### src/rtl/epf_pkg.sv
`timescale 1ns/1ps
package epf_pkg;
  typedef enum logic [1:0] {
    MODE_OFF  = 2'd0,
    MODE_ALT  = 2'd1,
    MODE_CNT  = 2'd2
  } epf_mode_e;
endpackage

### src/rtl/epf_mode_dec.sv
`timescale 1ns/1ps
module epf_mode_dec
  import epf_pkg::*;
(
  input  logic      clk,
  input  logic      rst_n,
  input  logic      cnt_en_i,
  input  logic      step_en_i,
  input  logic      alt_en_i,
  output epf_mode_e mode_o,
  output logic      chg_o
);
  logic [2:0] bits;
  logic [2:0] prev_q;

  assign bits = {cnt_en_i, step_en_i, alt_en_i};

  always_ff @(posedge clk or negedge rst_n) begin
    if (!rst_n) prev_q <= 3'b000;
    else        prev_q <= bits;
  end

  // Any change of the bits is a clearing event for the datapath.
  assign chg_o = (bits != prev_q);

  always_comb begin
    unique case (bits)
      3'b101:  mode_o = MODE_ALT;
      3'b100:  mode_o = MODE_CNT;
      default: mode_o = MODE_OFF; // stepper 3'b010 and all others
    endcase
  end
endmodule

### src/rtl/epf_sign_fifo.sv
`timescale 1ns/1ps
module epf_sign_fifo #(
  parameter int PEND_W = 4
) (
  input  logic              clk,
  input  logic              rst_n,
  input  logic              clr_i,
  input  logic              push_i,
  input  logic              push_sign_i,
  input  logic              pop_i,
  output logic              pop_sign_o,
  output logic [PEND_W-1:0] count_o,
  output logic              full_o,
  output logic              empty_o
);
  localparam int DEPTH = 2 ** PEND_W;

  logic [DEPTH-1:0]  mem_q;
  logic [PEND_W-1:0] wr_q, rd_q, cnt_q;

  always_ff @(posedge clk or negedge rst_n) begin
    if (!rst_n) begin
      mem_q <= '0;
      wr_q  <= '0;
      rd_q  <= '0;
      cnt_q <= '0;
    end else if (clr_i) begin
      wr_q  <= '0;
      rd_q  <= '0;
      cnt_q <= '0;
    end else begin
      if (push_i) begin
        mem_q[wr_q] <= push_sign_i;
        wr_q        <= wr_q + 1'b1;
      end
      if (pop_i) rd_q <= rd_q + 1'b1;
      cnt_q <= cnt_q + PEND_W'(push_i) - PEND_W'(pop_i);
    end
  end

  assign pop_sign_o = mem_q[rd_q];
  assign count_o    = cnt_q;
  assign full_o     = (cnt_q == {PEND_W{1'b1}});
  assign empty_o    = (cnt_q == '0);

  // the pending count never wraps past its saturation value
  a_r8_no_overflow: assert property (@(posedge clk) disable iff (!rst_n)
    full_o |-> !push_i || pop_i || clr_i);

  // a queued pulse is only launched when one is pending
  a_r7_no_underflow: assert property (@(posedge clk) disable iff (!rst_n)
    pop_i |-> !empty_o);
endmodule

### src/rtl/epf_pulse_timer.sv
`timescale 1ns/1ps
module epf_pulse_timer #(
  parameter int PW_W = 10
) (
  input  logic            clk,
  input  logic            rst_n,
  input  logic            clr_i,
  input  logic            start_i,
  input  logic            tick_i,
  input  logic [PW_W-1:0] pw_i,
  output logic            active_o,
  output logic            done_o
);
  logic            active_q;
  logic [PW_W-1:0] cnt_q;
  logic [PW_W-1:0] pw_eff;
  logic [PW_W:0]   cnt_nx;

  assign pw_eff = (pw_i == '0) ? PW_W'(1) : pw_i;
  assign cnt_nx = {1'b0, cnt_q} + 1'b1;
  assign done_o = active_q && tick_i && (cnt_nx >= {1'b0, pw_eff});

  always_ff @(posedge clk or negedge rst_n) begin
    if (!rst_n) begin
      active_q <= 1'b0;
      cnt_q    <= '0;
    end else if (clr_i) begin
      active_q <= 1'b0;
      cnt_q    <= '0;
    end else if (start_i) begin
      active_q <= 1'b1;
      cnt_q    <= '0;
    end else if (active_q && tick_i) begin
      if (done_o) active_q <= 1'b0;
      else        cnt_q    <= cnt_nx[PW_W-1:0];
    end
  end

  assign active_o = active_q;

  // a pulse only ends on a sample tick
  a_r4_end_on_tick: assert property (@(posedge clk) disable iff (!rst_n)
    (active_q && !tick_i && !clr_i) |=> active_q);

  // every start yields at least one active cycle, whatever the width
  a_r5_start_holds: assert property (@(posedge clk) disable iff (!rst_n)
    (start_i && !clr_i) |=> active_q);
endmodule

### src/rtl/epulse_fmt.sv
`timescale 1ns/1ps
module epulse_fmt
  import epf_pkg::*;
#(
  parameter int PW_W   = 10,
  parameter int PEND_W = 4
) (
  input  logic            clk,
  input  logic            rst_n,
  input  logic            smp_tick_i,
  input  logic            evt_valid_i,
  output logic            evt_ready_o,
  input  logic            evt_neg_i,
  input  logic [PW_W-1:0] pw_i,
  input  logic            cfg_cnt_en_i,
  input  logic            cfg_step_en_i,
  input  logic            cfg_alt_en_i,
  output logic            e1_n_o,
  output logic            e2_n_o
);
  localparam int NPINS = 2;

  epf_mode_e         mode;
  logic              clr;
  logic              mode_on;
  logic              accept, use_evt, busy;
  logic              direct_start, pend_start, start, start_sign;
  logic              push, pop, pop_sign;
  logic [PEND_W-1:0] pend_cnt;
  logic              full, empty;
  logic              active, done;
  logic              waiting_q, toggle_q, sel_q;
  logic [NPINS-1:0]  pin_n;

  epf_mode_dec u_mode (
    .clk       (clk),
    .rst_n     (rst_n),
    .cnt_en_i  (cfg_cnt_en_i),
    .step_en_i (cfg_step_en_i),
    .alt_en_i  (cfg_alt_en_i),
    .mode_o    (mode),
    .chg_o     (clr)
  );

  assign mode_on     = (mode != MODE_OFF);
  assign evt_ready_o = !full || !mode_on || clr;
  assign accept      = evt_valid_i && evt_ready_o;
  assign use_evt     = accept && mode_on && !clr;
  assign busy        = active || waiting_q;

  assign direct_start = use_evt && !busy;
  assign push         = use_evt && busy;
  assign pend_start   = waiting_q && smp_tick_i && !clr;
  assign pop          = pend_start;
  assign start        = direct_start || pend_start;
  assign start_sign   = direct_start ? evt_neg_i : pop_sign;

  epf_sign_fifo #(.PEND_W(PEND_W)) u_fifo (
    .clk         (clk),
    .rst_n       (rst_n),
    .clr_i       (clr),
    .push_i      (push),
    .push_sign_i (evt_neg_i),
    .pop_i       (pop),
    .pop_sign_o  (pop_sign),
    .count_o     (pend_cnt),
    .full_o      (full),
    .empty_o     (empty)
  );

  epf_pulse_timer #(.PW_W(PW_W)) u_timer (
    .clk      (clk),
    .rst_n    (rst_n),
    .clr_i    (clr),
    .start_i  (start),
    .tick_i   (smp_tick_i),
    .pw_i     (pw_i),
    .active_o (active),
    .done_o   (done)
  );

  // Spacing state, alternation toggle and pin selection.
  always_ff @(posedge clk or negedge rst_n) begin
    if (!rst_n) begin
      waiting_q <= 1'b0;
      toggle_q  <= 1'b0;
      sel_q     <= 1'b0;
    end else if (clr) begin
      waiting_q <= 1'b0;
      toggle_q  <= 1'b0;
      sel_q     <= 1'b0;
    end else begin
      if (pend_start)                  waiting_q <= 1'b0;
      else if (done && (!empty || push)) waiting_q <= 1'b1;
      if (start) begin
        if (mode == MODE_ALT) begin
          sel_q    <= toggle_q;
          toggle_q <= ~toggle_q;
        end else begin
          sel_q <= start_sign;
        end
      end
    end
  end

  for (genvar g = 0; g < NPINS; g++) begin : g_pin
    assign pin_n[g] = !(active && (sel_q == g[0]));
  end

  assign e1_n_o = pin_n[0];
  assign e2_n_o = pin_n[1];

  // an unsupported mode keeps both pins inactive
  a_r9_off_quiet: assert property (@(posedge clk) disable iff (!rst_n)
    (mode == MODE_OFF && !clr) |-> (e1_n_o && e2_n_o));

  // a mode change leaves pins high and nothing pending
  a_r10_clear: assert property (@(posedge clk) disable iff (!rst_n)
    clr |=> (e1_n_o && e2_n_o && pend_cnt == '0));

  // while waiting for the spacing tick both pins are high
  a_r7_gap_quiet: assert property (@(posedge clk) disable iff (!rst_n)
    waiting_q |-> (e1_n_o && e2_n_o));

  // never two pins low together
  a_r6_one_low: assert property (@(posedge clk) disable iff (!rst_n)
    (e1_n_o || e2_n_o));
endmodule

### config.mk
export PLATFORM = sky130hd
export DESIGN_NAME = epulse_fmt
export DESIGN_NICKNAME = d
export VERILOG_FILES = /design/src/rtl/epf_pkg.sv /design/src/rtl/epf_mode_dec.sv /design/src/rtl/epf_sign_fifo.sv /design/src/rtl/epf_pulse_timer.sv /design/src/rtl/epulse_fmt.sv
export SDC_FILE = /design/constraint.sdc
export NUM_CORES = 1
export LEC_CHECK = 0
export ABC_AREA = 0
export ABC_CLOCK_PERIOD_IN_PS = 3700
export BUFFER_PORTS_ARGS = -buffer_cell sky130_fd_sc_hd__buf_2
export CAP_MARGIN = 30
export CORE_ASPECT_RATIO = 1.5
export CORE_MARGIN = 4
export CORE_UTILIZATION = 30
export CTS_BUF_LIST = sky130_fd_sc_hd__clkbuf_2
export DETAILED_ROUTE_END_ITERATION = 12
export GPL_TIMING_DRIVEN = 0
export SLEW_MARGIN = 15
export SYNTH_ARGS = -nofsm -noshare
export SYNTH_HDL_FRONTEND = slang
export SYNTH_HIERARCHICAL = 1
export SYNTH_SLANG_ARGS = --single-unit
### constraint.sdc
create_clock -name clk -period 3.7 [get_ports clk]
set_clock_uncertainty 0.2 [all_clocks]
set_input_delay 0.185 -clock clk [delete_from_list [all_inputs] [get_ports clk]]
set_output_delay 0.185 -clock clk [all_outputs]
set_load 0.05 [all_outputs]
==> out/results.tsv <==
metric	value	unit
status	finished clean	
die width	87.01	µm
VDD IR max	0.1690	mV
post-synthesis sequential area ratio	0.4009	
nets	354	
final setup fails	0	
dpl hpwl	4305	µm
Final ANT Viol Nets	0	
postcts setup bufs	0	
first-pass GRT wire length	9453	µm
WL/cell	12.70	µm
Syn Inst Count	279	
sequential cell fraction of total power	0.650	
CP Capture Type	register	
achievable frequency	298.6	MHz
core box area	0.009200	mm²
Max Cap Violations	0	
vias in the first global route	2128	
layout overhead on the synthesized area	13.14	%
number of fill cells	945	
WS Path Type	in -> reg	
Reg-to-Reg Start	u_timer/cnt_q[0]$_DFFE_PN0P_	
Final Hold Vio Count	0	
Die ar.	0.01101	mm²
Root Buffer	clkbuf_2	
Starting Density	0.3053	
worst-path fanout max	13	
LEAKAGE	1.464	nW
total negative slack	0	ps
RR Endpoint	u_timer/cnt_q[1]$_DFFE_PN0P_	
Top FF cell, synth	dfrtp_1	
NetSw	0.0001867	W
drt pass-1 iters	4	
Yosys warning total	6	
combinational power share	0.081	
PD cells	239.7	mW/mm²
largest net degree at the start of global routing	25	
Via-to-Cell Ratio	4.742	
critical path launch point type	input port	
clock buffer count from CTS	5	
RSZ-0062 raised after global routing	no	
worst reg2reg setup slack	360	ps
async set-or-reset flop fraction in the synthesized netlist	1.000	
Num Clock Sinks	45	
Overall Global Routing Usage	0.1054	
die height	126.5	µm
port bufs	20	
Worst-Margin Slew	856.1	ps
Top Ports	21	
Avg Cell Area, Syn	10.07	µm²
R2R depth	12	
Pint	0.0005751	W
total nets after synthesis	320	
number of synthesized flops with an enable pin	0	
layout cells sized above 1	0.1752	
commonest non-fill, non-tap cell in the layout	dfrtp_1	
Clock Path Buffers	2	
most frequent cells in the layout	dfrtp_1, nor2_1, inv_1	
H-tree levels	2	
row count	43	
Slew headroom	0.4249	
GPL Wtd Cong	0.7987	
Slew Viols, Final	0	
Overflow after GRT	0	
Post-Synthesis Cell Area	0.002809	mm²
Ant. Diodes	0	
initial antenna violation count	0	
Via Count	2020	
clock network power share	0.269	
drt initial violations	51	
#FFs+latches synth	45	
Synth cell types	45	
Switching Share	0.2451	
Post-Route WL	5410	µm
Period Utilization, post-route	0.9051	
CTS tree	done	
overall power	0.0007618	W
Req. time, crit path	3810	ps
clk_lat worst skew	390	ps
Min-Delay Path Class	in -> async	
CP Data Arrival Time	3450	ps
drc violations	0	
Tmin final	3349	ps
Crit. Startpoint	cfg_cnt_en_i	
CTS clk-pin slew, worst paths	210	ps
Critical Path End	u_fifo/mem_q[2]$_DFFE_PN0P_	
==> flip-flops by register name, summed over array words and instances (netlist names) <==
| register | cells |
|---|---|
| u_fifo/mem_q | 16 |
| u_timer/cnt_q | 10 |
| u_fifo/count_o | 4 |
| u_fifo/rd_q | 4 |
| u_fifo/wr_q | 4 |
| u_mode/prev_q | 3 |
| sel_q | 1 |
| toggle_q | 1 |
| u_timer/active_o | 1 |
| waiting_q | 1 |
==> metrics by stage <==
stage	utilization	std cells	hold WS (ps)	setup WS, ps	instance area, µm²
global route	0.3454	426	72.49	43.43	3178
detailed placement	0.3336	412	-4.889	290.8	3069
CTS	0.3445	426	32.17	247.9	3169
global placement	0.3314	411	149.2	340.6	3049
finish	0.3454	426	55.79	351.3	3178
floorplan	-	279	-310.6	801.8	2809
==> per-layer routing <==
| metal | part of all wire | global-route usage |
|---|---|---|
| met1 | 0.42 | 0.1211 |
| met2 | 0.53 | 0.1960 |
| met3 | 0.034 | 0.02014 |
| met4 | 0.011 | 0.02477 |
| met5 | 0 | 0 |
==> power by group through the flow <==
stage               Combinational (W)  Sequential, W  Clock, W
finish                      0.0000613       0.000495  0.000205
detailed placement          0.0000586       0.000504         0
floorplan                   0.0000250       0.000504         0
global placement            0.0000546       0.000504         0
CTS                         0.0000638       0.000496  0.000224
global route                0.0000701       0.000496  0.000237
==> logic make-up (layout without fill, tap and decap cells) <==
| family | after synthesis | count (layout) | synth area share |
|---|---|---|---|
| AOI/OAI and AO/OA | 38 | 38 | 0.09310 |
| xor gates and xnor gates | 20 | 20 | 0.06236 |
| adders and majority gates | 23 | 23 | 0.1051 |
| buffers and inverters | 32 | 67 | 0.04722 |
| DFF | 45 | 45 | 0.4009 |
| muxes | 27 | 27 | 0.1221 |
| and+or+nand+nor | 94 | 94 | 0.1693 |
==> how the worst min path moves through the flow <==
stage | end | start | slack [ps] | cells after the start
floorplan | sel_q$_DFFE_PN0P_ | rst_n | -310 | 0
global placement | u_mode/prev_q[0]$_DFF_PN0_ | cfg_alt_en_i | 150 | 1
detailed placement | u_fifo/mem_q[15]$_DFFE_PN0P_ | rst_n | -5 | 1
CTS | u_fifo/mem_q[15]$_DFFE_PN0P_ | rst_n | 30 | 2
global route | u_fifo/rd_q[0]$_DFFE_PN0P_ | rst_n | 70 | 2
finish | u_fifo/mem_q[15]$_DFFE_PN0P_ | rst_n | 60 | 2
==> cell usage after synthesis, types with 2 or more instances <==
library cell | instances | area (µm²)
buf_1 | 2 | 7.510
nand2b_1 | 7 | 43.79
inv_1 | 25 | 93.84
or4_1 | 2 | 15.01
a21oi_1 | 14 | 70.07
xor2_1 | 7 | 61.31
nor2_1 | 33 | 123.9
ha_1 | 22 | 275.3
nand3_1 | 6 | 30.03
and3_1 | 2 | 12.51
nor2b_1 | 4 | 25.02
nor3_1 | 6 | 30.03
nand4_1 | 5 | 31.28
nand2_1 | 13 | 48.80
or3_1 | 7 | 43.79
mux2_1 | 7 | 78.83
mux2_2 | 11 | 123.9
mux2i_1 | 5 | 50.05
a211oi_2 | 2 | 25.02
o21ai_0 | 10 | 50.05
a21o_1 | 2 | 15.01
o31ai_1 | 3 | 22.52
or2_2 | 2 | 12.51
xnor2_1 | 13 | 113.9
mux4_2 | 4 | 90.09
dfrtp_1 | 45 | 1126
clkbuf_1 | 2 | 7.510
==> what timing repair did <==
item | CTS | global route
setup endpoints to repair | 0 | 1
resized for setup | 0 | 1
endpoints found under the hold margin | 56 | 0
hold buffers | 6 | 0
==> final cells by class <==
cell class              count  area, µm²  share of cell area
well taps                 112      140.1             0.04409
flip-flops and latches     45       1126              0.3543
plain buffers               7      38.79             0.01220
multi-input cells         202       1559              0.4906
inverters                  25      93.84             0.02953
repair buffers             27      180.2             0.05669
clock buffers               8      40.04             0.01260
==> worst max-delay path: stages <==
cell and delay [ps]:
dlygate4sd3_1 530, buf_2 150, xnor2_1 150, nand3_1 380
o21bai_4 350, nor3_1 720, and2b_1 280, nand2_1 160
nor3_1 190, mux2_2 360
Power figures use the tool's default switching activity.
